--- src/rtl/ow_pkg.sv ---
package ow_pkg;

  localparam int NUM_TIM = 10;

  // timing bank indices
  localparam int TI_SLOT = 0;
  localparam int TI_LOW1 = 1;
  localparam int TI_LOW0 = 2;
  localparam int TI_REC  = 3;
  localparam int TI_LOWR = 4;
  localparam int TI_RDV  = 5;
  localparam int TI_RSTL = 6;
  localparam int TI_PDH  = 7;
  localparam int TI_PDL  = 8;
  localparam int TI_RSTH = 9;

  typedef enum logic [1:0] {
    OP_RESET = 2'd0,
    OP_WR1   = 2'd1,
    OP_WR0   = 2'd2,
    OP_READ  = 2'd3
  } ow_op_e;

  typedef enum logic [2:0] {
    ST_IDLE  = 3'd0,
    ST_LOW   = 3'd1,
    ST_REL   = 3'd2,
    ST_RSAMP = 3'd3,
    ST_RWAIT = 3'd4,
    ST_PD    = 3'd5,
    ST_TAIL  = 3'd6
  } ow_state_e;

  function automatic int tim_default(input int idx);
    case (idx)
      TI_SLOT: return 65;
      TI_LOW1: return 8;
      TI_LOW0: return 60;
      TI_REC:  return 5;
      TI_LOWR: return 5;
      TI_RDV:  return 15;
      TI_RSTL: return 480;
      TI_PDH:  return 15;
      TI_PDL:  return 60;
      TI_RSTH: return 480;
      default: return 0;
    endcase
  endfunction

endpackage

--- src/rtl/ow_us_tick.sv ---
module ow_us_tick #(
  parameter int CLKS_PER_US = 100
) (
  input  logic clk,
  input  logic rst_n,
  input  logic clr,
  output logic tick
);
  localparam int DW = (CLKS_PER_US > 1) ? $clog2(CLKS_PER_US) : 1;
  localparam logic [DW-1:0] LAST = DW'(CLKS_PER_US - 1);

  logic [DW-1:0] cnt;

  always_ff @(posedge clk or negedge rst_n) begin
    if (!rst_n)          cnt <= '0;
    else if (clr)        cnt <= '0;
    else if (cnt == LAST) cnt <= '0;
    else                 cnt <= cnt + 1'b1;
  end

  assign tick = !clr && (cnt == LAST);
endmodule

--- src/rtl/ow_line_sync.sv ---
module ow_line_sync #(
  parameter int STAGES = 2
) (
  input  logic clk,
  input  logic rst_n,
  input  logic din,
  output logic dout
);
  logic [STAGES-1:0] sh;

  // idle line is high, so the chain resets to ones
  always_ff @(posedge clk or negedge rst_n) begin
    if (!rst_n) sh <= '1;
    else        sh <= {sh[STAGES-2:0], din};
  end

  assign dout = sh[STAGES-1];
endmodule

--- src/rtl/ow_timing_regs.sv ---
module ow_timing_regs #(
  parameter int TW = 16,
  parameter int NT = ow_pkg::NUM_TIM,
  parameter int SW = 4
) (
  input  logic                   clk,
  input  logic                   rst_n,
  input  logic                   wr_en,
  input  logic [SW-1:0]          wr_sel,
  input  logic [TW-1:0]          wr_val,
  output logic [NT-1:0][TW-1:0]  tim
);
  for (genvar g = 0; g < NT; g++) begin : g_reg
    always_ff @(posedge clk or negedge rst_n) begin
      if (!rst_n)
        tim[g] <= TW'(ow_pkg::tim_default(g));
      else if (wr_en && (wr_sel == SW'(g)))
        tim[g] <= wr_val;
    end
  end
endmodule

--- src/rtl/ow_slot_ctrl.sv ---
module ow_slot_ctrl
  import ow_pkg::*;
#(
  parameter int TW = 16,
  parameter int NT = NUM_TIM
) (
  input  logic                  clk,
  input  logic                  rst_n,
  input  logic                  cmd_valid,
  input  logic [1:0]            cmd_op,
  input  logic                  tick,
  input  logic                  line_s,
  input  logic [NT-1:0][TW-1:0] tim,
  output logic                  idle,
  output logic                  drive_low,
  output logic                  done,
  output logic                  rd_bit,
  output logic                  presence,
  output logic                  bus_fault
);
  localparam int EW = TW + 2;
  localparam logic [EW-1:0] EL_MAX = '1;

  ow_state_e     state;
  ow_op_e        op_q;
  logic [EW-1:0] el;
  logic [EW-1:0] el_nxt;
  logic          rd_q;
  logic          pd_q;

  logic [EW-1:0] low_thr, slot_end, rdv_thr, rdv_lim, pd_thr, rst_end;

  assign el_nxt = el + {{(EW-1){1'b0}}, (tick && el != EL_MAX)};

  always_comb begin
    case (op_q)
      OP_WR1:  low_thr = EW'(tim[TI_LOW1]);
      OP_WR0:  low_thr = EW'(tim[TI_LOW0]);
      OP_READ: low_thr = EW'(tim[TI_LOWR]);
      default: low_thr = EW'(tim[TI_RSTL]);
    endcase
    slot_end = EW'(tim[TI_SLOT]) + EW'(tim[TI_REC]);
    rdv_thr  = EW'(tim[TI_RDV]);
    rdv_lim  = EW'(tim[TI_RDV]) + EW'(2);
    pd_thr   = EW'(tim[TI_RSTL]) + EW'(tim[TI_PDH]) + (EW'(tim[TI_PDL]) >> 1);
    rst_end  = EW'(tim[TI_RSTL]) + EW'(tim[TI_RSTH]);
  end

  assign idle      = (state == ST_IDLE);
  assign drive_low = (state == ST_LOW);

  always_ff @(posedge clk or negedge rst_n) begin
    if (!rst_n) begin
      state     <= ST_IDLE;
      op_q      <= OP_RESET;
      el        <= '0;
      rd_q      <= 1'b0;
      pd_q      <= 1'b0;
      done      <= 1'b0;
      rd_bit    <= 1'b0;
      presence  <= 1'b0;
      bus_fault <= 1'b0;
    end else begin
      done <= 1'b0;
      if (state == ST_IDLE) el <= '0;
      else                  el <= el_nxt;

      case (state)
        ST_IDLE: begin
          if (cmd_valid) begin
            op_q <= ow_op_e'(cmd_op);
            if (ow_op_e'(cmd_op) == OP_RESET && !line_s) begin
              // line already low: refuse to drive it
              done      <= 1'b1;
              bus_fault <= 1'b1;
              presence  <= 1'b0;
            end else begin
              state <= ST_LOW;
            end
          end
        end
        ST_LOW: begin
          if (el_nxt >= low_thr) begin
            case (op_q)
              OP_RESET: state <= ST_PD;
              OP_READ:  state <= ST_RSAMP;
              default:  state <= ST_REL;
            endcase
          end
        end
        ST_REL: begin
          if (el_nxt >= slot_end) begin
            state <= ST_IDLE;
            done  <= 1'b1;
          end
        end
        ST_RSAMP: begin
          if (line_s) begin
            rd_q  <= (el < rdv_thr);
            state <= ST_RWAIT;
          end else if (el_nxt >= rdv_lim) begin
            rd_q  <= 1'b0;
            state <= ST_RWAIT;
          end
        end
        ST_RWAIT: begin
          if (el_nxt >= slot_end) begin
            rd_bit <= rd_q;
            state  <= ST_IDLE;
            done   <= 1'b1;
          end
        end
        ST_PD: begin
          if (el_nxt >= pd_thr) begin
            pd_q  <= !line_s;
            state <= ST_TAIL;
          end
        end
        ST_TAIL: begin
          if (el_nxt >= rst_end) begin
            bus_fault <= !line_s;
            presence  <= pd_q && line_s;
            state     <= ST_IDLE;
            done      <= 1'b1;
          end
        end
        default: state <= ST_IDLE;
      endcase
    end
  end
endmodule

--- src/rtl/ow_master.sv ---
module ow_master #(
  parameter int CLKS_PER_US = 100,
  parameter int TW          = 16
) (
  input  logic          clk,
  input  logic          rst_n,
  input  logic          cmd_valid,
  output logic          cmd_ready,
  input  logic [1:0]    cmd_op,
  input  logic          tim_we,
  input  logic [3:0]    tim_sel,
  input  logic [TW-1:0] tim_val,
  output logic          done,
  output logic          rd_bit,
  output logic          presence,
  output logic          bus_fault,
  output logic          ow_oe,
  input  logic          ow_in
);
  localparam int NT = ow_pkg::NUM_TIM;

  logic                  line_s;
  logic                  tick;
  logic                  idle;
  logic [NT-1:0][TW-1:0] tim;

  ow_line_sync #(.STAGES(2)) u_sync (
    .clk(clk), .rst_n(rst_n), .din(ow_in), .dout(line_s)
  );

  ow_us_tick #(.CLKS_PER_US(CLKS_PER_US)) u_tick (
    .clk(clk), .rst_n(rst_n), .clr(idle), .tick(tick)
  );

  ow_timing_regs #(.TW(TW), .NT(NT), .SW(4)) u_tim (
    .clk(clk), .rst_n(rst_n),
    .wr_en(tim_we && idle), .wr_sel(tim_sel), .wr_val(tim_val),
    .tim(tim)
  );

  ow_slot_ctrl #(.TW(TW), .NT(NT)) u_ctrl (
    .clk(clk), .rst_n(rst_n),
    .cmd_valid(cmd_valid), .cmd_op(cmd_op),
    .tick(tick), .line_s(line_s), .tim(tim),
    .idle(idle), .drive_low(ow_oe),
    .done(done), .rd_bit(rd_bit), .presence(presence), .bus_fault(bus_fault)
  );

  assign cmd_ready = idle;
endmodule

--- config.mk ---
export PLATFORM = sky130hd
export DESIGN_NAME = ow_master
export DESIGN_NICKNAME = d
export VERILOG_FILES = /design/src/rtl/ow_pkg.sv /design/src/rtl/ow_us_tick.sv /design/src/rtl/ow_line_sync.sv /design/src/rtl/ow_timing_regs.sv /design/src/rtl/ow_slot_ctrl.sv /design/src/rtl/ow_master.sv
export SDC_FILE = /design/constraint.sdc
export NUM_CORES = 1
export LEC_CHECK = 0
export BUFFER_PORTS_ARGS = -buffer_cell sky130_fd_sc_hd__buf_4
export CAP_MARGIN = 20
export CORE_MARGIN = 5
export CORE_UTILIZATION = 63
export DETAILED_ROUTE_END_ITERATION = 12
export PLACE_DENSITY = 0.8
export SKIP_CTS_REPAIR_TIMING = 1
export SYNTH_ARGS = -nofsm -noshare
export SYNTH_HDL_FRONTEND = slang
export SYNTH_HIERARCHICAL = 1
export SYNTH_SLANG_ARGS = --single-unit
--- constraint.sdc ---
create_clock -name clk -period 5.1 [get_ports clk]
set_input_delay 1.02 -clock clk [delete_from_list [all_inputs] [get_ports clk]]
set_output_delay 1.02 -clock clk [all_outputs]
set_load 0.05 [all_outputs]
==> impl_metrics.csv, run 1 <==
group,metric,value,unit
run_status,status,"complete, no violations",
placed_design,io_buffers,32,
critical_path,cp_top_family,"compound AO/OA/AOI/OAI gates",
clock_tree,cts_root_buf,"clkbuf_16",
floorplan,initial_core_util,0.6442,
critical_path,crit_chain,"ha_1, fa_1, a21oi_2, o21ai_2, a2111oi_4, o31ai_1, o41a_1, a311o_1, a21o_1, a21oi_1, ha_1, nand3_1, nor3_1, o21ai_0, o2111ai_1, mux2_2, a22oi_1, o21ai_1",
critical_path,critPathLaunchType,"flop",
placed_design,dp_cells,1478,
critical_path,cp.required,5430,ps
floorplan,core_area,20430,µm²
synth,synthesis.area,13160,µm²
timing,fin_setup_tns,0,ps
clock_tree,clockBufferDepth,2,
final_layout,final_cell_mix,"dfrtp_1, ha_1, mux2_2",
critical_path,critPathMaxFanout,6,
final_layout,drive_gt1_frac,0.2490,
placed_design,gp_congestion,0.9141,
routing,drt_wl_total,31.29,mm
timing,period_share,0.9539,
timing,fmax,205.5,MHz
critical_path,worst_ep_arrival_time,5190,ps
synth,synth_area_per_cell,10.99,µm²
pwr,p_per_area,600.1,nW/µm²
final_layout,nets,1430,
routing,drt_iter0_markers,712,
routing,antenna_left,0,
synth,synth_fp_nets,1399,
floorplan,dieHeight,154.5,µm
floorplan,row_count,52,
global_route,grt_pass1_vias,9942,
timing,finClkSkew,10.00,ps
clock_tree,clk_latency,450,ps
floorplan,pin_count,33,
final_layout,syn_to_final_growth,9.222,%
floorplan,dieArea,23880,µm²
timing,rsz0062_at_grt,"no",
pwr,ir_drop,0.0003071,V
floorplan,die_w,154.5,µm
critical_path,crit_buf_inv,0,
global_route,grt_max_degree,127,
critical_path,critical_path.max_stage_delay,480,ps
critical_path,cpMostUsedCell,"ha_1",
critical_path,setup.worst_path.end_class,"flop",
synth,netlist_instances,1197,
final_layout,final_common_cell,"dfrtp_1",
clock_tree,numCtsBuffers,17,
critical_path,crit_path_top_delay_cell,"o2111ai_1",
global_route,antenna_found_initial,0,
clock_tree,cts_tree,"built",
global_route,grt.total_usage,0.2675,
job,maxCapViolations,0,
routing,drc,0,
routing,avgViaCountPerCell,6.401,
routing,firstDrtPassIters,5,
timing,finalSetupViolations,0,
timing,worstMarginPinSlew,1058,ps
critical_path,worstSetupPathType,"reg2reg",
placed_design,dp_hpwl,22.87,mm
timing,hold_viol_final,0,
final_layout,fin_cells,1511,
final_layout,num-fill-cells,1529,
pwr,p_leak,0.007101,µW
global_route,grt.overflow.total,0,
hold_path,hp-class,"reg2reg",
synth,yosysWarnings,6,
timing,finalMaxSlewViolations,0,
timing,slew_headroom,0.2936,
clock_tree,htreeDepth,4,
global_route,grt_pass1_wl,50.78,mm
clock_tree,numClockSinks,197,
routing,routedWlPerCell,20.71,µm
clock_tree,clk_pin_slew,80,ps
routing,num_vias,9672,
final_layout,diodes,0,
timing,min_period,4865,ps
final cells by class:
class                   count  area [µm²]  area share
multi-input cells         898        7796      0.5424
flip-flops and latches    197        4971      0.3458
clock buffers              18       429.2     0.02986
repair buffers             53       424.2     0.02951
well taps                 270       337.8     0.02350
inverters                  61       230.2     0.01602
clock inverters            14       185.2     0.01288
state kept, by name, indices dropped and copies added (netlist names):
| register | cells |
|---|---|
| u_tim/tim | 159 |
| u_ctrl/rd_q | 1 |
| u_ctrl/presence | 1 |
| u_ctrl/rd_bit | 1 |
| u_ctrl/state | 3 |
| u_ctrl/done | 1 |
| u_ctrl/op_q | 2 |
| u_ctrl/pd_q | 1 |
| u_sync/sh | 2 |
| u_ctrl/bus_fault | 1 |
| u_tick/cnt | 7 |
| u_ctrl/el | 18 |
path summary, 6_finish.rpt:
kind	startpoint	endpoint	slack, ps	depth (start not counted)
min reg2reg	u_sync/sh[0]	u_sync/sh[1]	360	0
max in group asynchronous	rst_n	u_tim/tim[103]	3400	3
min in group asynchronous	rst_n	u_tim/tim[65]	420	1
min	u_sync/sh[0]	u_sync/sh[1]	360	0
max	u_tim/tim[0]	u_ctrl/done	230	18
max reg2reg	u_tim/tim[0]	u_ctrl/done	230	18
through the flow:
| stage | total power (µW) | cell area (µm²) | worst slack (ps) | utilization | hold WS, ps |
|---|---|---|---|---|---|
| 3_5_place_dp | 7128 | 13710 | 378.5 | 0.6710 | 348.4 |
| 4_1_cts | 8583 | 14320 | 227.6 | 0.7011 | 360.0 |
| 6_report | 8626 | 14370 | 234.9 | 0.7036 | 360.0 |
| 2_1_floorplan | 6002 | 13160 | 569.4 | - | 345.2 |
| 3_3_place_gp | 6892 | 13710 | 505.3 | 0.6710 | 346.4 |
| 5_1_grt | 9310 | 14370 | 22.32 | 0.7036 | 370.6 |
layer usage:
layer  routed length (µm)  global-route usage
met2                15150              0.4426
met1                13450              0.3550
met4                  822             0.09462
met3                 1865             0.04946
met5                    0                   0
report_power, final:
| part | internal, µW | switching, µW |
|---|---|---|
| registers | 2250 | 502 |
| clock network | 667 | 700 |
| logic | 2070 | 2430 |
| total | 4990 | 3630 |
No activity file was read; power rests on OpenSTA's default activity.
==> inputs of run 2 (changes only) <==
- CORE_UTILIZATION: 63 -> 60
- PLACE_DENSITY: 0.8 -> 0.77
==> impl_metrics.csv, run 2 (synthesized netlist as in run 1, its figures left out) <==
group,metric,value,unit
critical_path,cp.required,5420,ps
final_layout,register_area,4971,µm²
routing,drt_wl_total,30.18,mm
pwr,swShare,0.4160,
floorplan,initial_core_util,0.6068,
clock_tree,cts_tree,"built",
pwr,p_comb_frac,0.520,
pwr,p_clk_frac,0.160,
global_route,grt_pass1_wl,49.58,mm
final_layout,final_cell_mix,"dfrtp_1, ha_1, mux2_2",
floorplan,dieArea,25000,µm²
final_layout,largest_register_ffs,159,
global_route,grt.total_usage,0.2516,
final_layout,multi_input_area,7775,µm²
critical_path,worstSetupPathType,"reg2reg",
critical_path,setup.worst_path.end_class,"flop",
critical_path,critPathMaxFanout,5,
timing,period_share,0.9270,
critical_path,reg2reg_slack,370,ps
final_layout,syn_to_final_growth,9.232,%
pwr,ir_drop,0.0002997,V
clock_tree,clockBufferDepth,2,
pwr,seqPwrFrac,0.320,
timing,finClkSkew,12.01,ps
clock_tree,clk_latency,440,ps
timing,finalMaxSlewViolations,0,
floorplan,row_count,54,
final_layout,drive_gt1_frac,0.2496,
final_layout,nets,1431,
final_layout,fin_cells,1522,
hold_path,hp-class,"reg2reg",
routing,routedWlPerCell,19.83,µm
clock_tree,clk_pin_slew,80,ps
floorplan,die_w,158.1,µm
timing,fin_setup_tns,0,ps
final_layout,diodes,0,
routing,drt_iter0_markers,683,
critical_path,critPathLaunchType,"flop",
routing,drc,0,
critical_path,worst_ep_arrival_time,5050,ps
floorplan,dieHeight,158.1,µm
clock_tree,numCtsBuffers,17,
global_route,grt_pass1_vias,9690,
timing,hold_viol_final,0,
timing,worstMarginPinSlew,1063,ps
global_route,grt.overflow.total,0,
timing,fmax,211.5,MHz
placed_design,gp_congestion,0.8934,
clock_tree,cts_root_buf,"clkbuf_16",
final_layout,num-fill-cells,1624,
global_route,antenna_found_initial,0,
timing,rsz0062_at_grt,"no",
floorplan,pin_count,33,
floorplan,core_area,21690,µm²
timing,slew_headroom,0.2914,
final_layout,final_common_cell,"dfrtp_1",
pwr,p_leak,0.007101,µW
placed_design,io_buffers,32,
final_layout,fin_util,0.6628,
routing,antenna_left,0,
placed_design,dp_hpwl,22.50,mm
run_status,status,"complete, no violations",
placed_design,dp_cells,1490,
timing,finalSetupViolations,0,
routing,avgViaCountPerCell,6.251,
pwr,p_per_area,593.7,nW/µm²
clock_tree,htreeDepth,4,
global_route,grt_max_degree,103,
final_layout,top_regs,"u_tim/tim (159), u_ctrl/el (18), u_tick/cnt (7)",
routing,firstDrtPassIters,7,
clock_tree,numClockSinks,197,
final_layout,top_register,"u_tim/tim",
timing,min_period,4728,ps
routing,num_vias,9514,
pwr,internal-power,4984,µW
pwr,p_switching,3551,µW
job,maxCapViolations,0,
## run 2: cell count changes in the layout (fill, tap and decap cells not counted), sizes merged
| cell | previous run | this run |
|---|---|---|
| buf | 52 | 53 |
| inv | 63 | 64 |
| clkinv | 12 | 11 |
## run 2: per-stage QoR
stage / setup slack, ps / area, µm² / hold WS, ps / power, µW
final: 372.2 / 14380 / 361.5 / 8535
after global routing: 11.51 / 14380 / 368.9 / 9266
after CTS: 332.8 / 14370 / 361.9 / 8527
after detailed placement: 372.3 / 13740 / 350.3 / 7098
after global placement: 515.4 / 13740 / 346.4 / 6905
after floorplan: 569.4 / 13160 / 345.2 / 6002
## run 2: power groups by stage
stage          Clock, µW  Combinational (µW)  Sequential, µW
2_1_floorplan          0                3370            2640
3_3_place_gp           0                4190            2720
3_5_place_dp           0                4340            2760
4_1_cts             1400                4400            2730
5_1_grt             1460                4990            2810
6_report            1370                4440            2730
## run 2: critical path, stage by stage (launching register included)
cell and delay [ps]:
dfrtp_1 430, ha_1 250, fa_1 420, a21oi_1 170
o21ai_1 150, a2111oi_2 470, o31ai_1 190, o41a_1 390
a21o_1 210, a21oi_1 210, xor2_1 100, ha_1 280
o2111ai_1 90, a21oi_1 130, o21ai_0 130, o2111a_1 280
a311o_1 350, o32ai_1 300, a211oi_1 70
## run 2: final cells by class
| class | instances | area share |
|---|---|---|
| timing repair buffer | 54 | 0.02951 |
| clock inverter | 14 | 0.01358 |
| tap | 280 | 0.02437 |
| multi-input combinational | 898 | 0.5409 |
| clock buffer | 18 | 0.02985 |
| inverter | 61 | 0.01602 |
| sequential | 197 | 0.3458 |
## run 2: path summary, 6_finish.rpt
kind,start,to,cells after the start
setup / recovery,u_tim/tim[96],u_ctrl/state[2],18
hold / removal,u_sync/sh[0],u_sync/sh[1],0
setup reg to reg,u_tim/tim[96],u_ctrl/state[2],18
hold reg to reg,u_sync/sh[0],u_sync/sh[1],0
max in group asynchronous,rst_n,u_tim/tim[19],2
min in group asynchronous,rst_n,u_ctrl/el[0],1
## run 2: routing by layer
layer / GRT usage / wire, µm / up-vias
met3: 0.04374 / 1447 / 52
met2: 0.4170 / 14500 / 240
met1: 0.3403 / 13540 / 4766
met5: 0 / 0 / -
met4: 0.07514 / 694 / 0
li1: - / - / 4456
==> inputs of run 3 (changes only) <==
- PLACE_DENSITY: 0.77 -> 0.86
==> impl_metrics.csv, run 3 (synthesized netlist as in run 1, its figures left out) <==
group,metric,value,unit
pwr,seqPwrFrac,0.318,
final_layout,final_cell_area,14340,µm²
global_route,grt_pass1_vias,10070,
floorplan,row_count,54,
floorplan,die_w,158.1,µm
critical_path,critPathMaxFanout,6,
job,maxCapViolations,0,
final_layout,num-fill-cells,1596,
timing,finClkSkew,11.57,ps
routing,num_vias,9634,
global_route,grt.overflow.total,0,
critical_path,setup.worst_path.end_class,"flop",
timing,worstMarginPinSlew,990.0,ps
final_layout,top_register,"u_tim/tim",
critical_path,cpMostUsedCell,"ha_1",
critical_path,cp_top_family,"compound AO/OA/AOI/OAI gates",
critical_path,crit_chain,"ha_1, fa_1, a21oi_2, o21ai_2, a2111oi_4, o31ai_1, o41a_1, a311o_1, a21o_1, a21oi_1, ha_1, nand3_1, nor3_1, o21ai_0, o2111ai_1, o2bb2ai_1, o32ai_1, a211oi_1",
timing,fin_hold_ws,359.7,ps
timing,fmax,208.3,MHz
clock_tree,clk_pin_slew,80,ps
timing,finalMaxSlewViolations,0,
placed_design,post-place-ws,422.8,ps
placed_design,io_buffers,32,
timing,rsz0062_at_grt,"no",
clock_tree,clk_latency,450,ps
clock_tree,numClockSinks,197,
timing,period_share,0.9412,
global_route,antenna_found_initial,0,
timing,min_period,4800,ps
clock_tree,clockBufferDepth,2,
final_layout,final_cell_mix,"dfrtp_1, ha_1, mux2_2",
placed_design,gp_congestion,0.9404,
routing,antenna_left,0,
final_layout,final_common_cell,"dfrtp_1",
pwr,p_per_area,601.1,nW/µm²
floorplan,dieHeight,158.1,µm
final_layout,drive_gt1_frac,0.2488,
final_layout,nets,1431,
placed_design,dp_hpwl,23.16,mm
final_layout,top_regs,"u_tim/tim (159), u_ctrl/el (18), u_tick/cnt (7)",
critical_path,worst_ep_arrival_time,5160,ps
routing,firstDrtPassIters,5,
critical_path,cp.required,5460,ps
global_route,grt_pass1_wl,50.34,mm
global_route,grt_max_degree,121,
global_route,use_met3,0.04757,
clock_tree,cts_root_buf,"clkbuf_16",
timing,slew_headroom,0.3400,
clock_tree,cts_tree,"built",
global_route,grt_use_met2,0.4347,
floorplan,initial_core_util,0.6068,
routing,drt_iter0_markers,602,
pwr,swShare,0.4209,
critical_path,crit_buf_inv,0,
critical_path,critical_path.max_stage_delay,470,ps
clock_tree,numCtsBuffers,17,
critical_path,crit_path_top_delay_cell,"o2bb2ai_1",
critical_path,critPathLaunchType,"flop",
global_route,met1_usage,0.3320,
routing,avgViaCountPerCell,6.330,
pwr,p_comb_frac,0.523,
timing,finalSetupViolations,0,
pwr,p_leak,0.007087,µW
floorplan,dieArea,25000,µm²
timing,timing.final.ws_setup,300.1,ps
timing,fin_setup_tns,0,ps
routing,routedWlPerCell,20.46,µm
routing,drt_wl_total,31.13,mm
hold_path,hp-class,"reg2reg",
final_layout,diodes,0,
final_layout,syn_to_final_growth,8.966,%
pwr,ir_drop,0.0003038,V
run_status,status,"complete, no violations",
routing,drc,0,
clock_tree,htreeDepth,4,
pwr,p_clk_frac,0.159,
timing,hold_viol_final,0,
global_route,grt.total_usage,0.2566,
critical_path,worstSetupPathType,"reg2reg",
final_layout,largest_register_ffs,159,
global_route,grt_busiest_layer,"met2",
floorplan,core_area,21690,µm²
placed_design,place_area,13730,µm²
pwr,p_switching,3628,µW
pwr,internal-power,4992,µW
floorplan,pin_count,33,
critical_path,reg2reg_slack,300,ps
[run 3: layer usage]
layer  share of wire  wire length, µm  vias to the layer above
met2            0.49            15350                      296
met1            0.43            13360                     4835
met5               0                0                        -
li1                -                -                     4450
met4           0.025              763                        0
met3           0.053             1657                       53
[run 3: power groups by stage]
stage	clock (µW)	sequential (µW)	combinational, µW
global placement	0	2720	4160
CTS	1390	2740	4450
global route	1460	2830	5010
floorplan	0	2640	3370
detailed placement	0	2770	4380
finish	1370	2740	4500
[run 3: path summary, 6_finish.rpt]
check                                  start         endpoint  cells after the start
worst max-delay path            u_tim/tim[0]  u_ctrl/state[2]                     18
worst min-delay path            u_sync/sh[0]     u_sync/sh[1]                      0
worst min register to register  u_sync/sh[0]     u_sync/sh[1]                      0
min in group asynchronous              rst_n     u_ctrl/el[0]                      1
worst max register to register  u_tim/tim[0]  u_ctrl/state[2]                     18
max in group asynchronous              rst_n   u_tim/tim[102]                      2
[run 3: final cells by class]
class / instances / area (µm²) / share of cell area
Timing Repair Buffer: 54 / 411.6 / 0.02871
Multi-Input combinational cell: 898 / 7771 / 0.5419
Clock buffer: 18 / 429.2 / 0.02993
Sequential cell: 197 / 4971 / 0.3467
Tap cell: 280 / 350.3 / 0.02443
Inverter: 61 / 230.2 / 0.01605
Clock inverter: 14 / 176.4 / 0.01230
[run 3: metrics by stage]
step / std cells / util / power [µW]
floorplan: 1197 / - / 6002
global placement: 1490 / 0.6330 / 6878
detailed placement: 1490 / 0.6330 / 7148
CTS: 1522 / 0.6610 / 8587
global route: 1522 / 0.6612 / 9300
finish: 1522 / 0.6612 / 8620
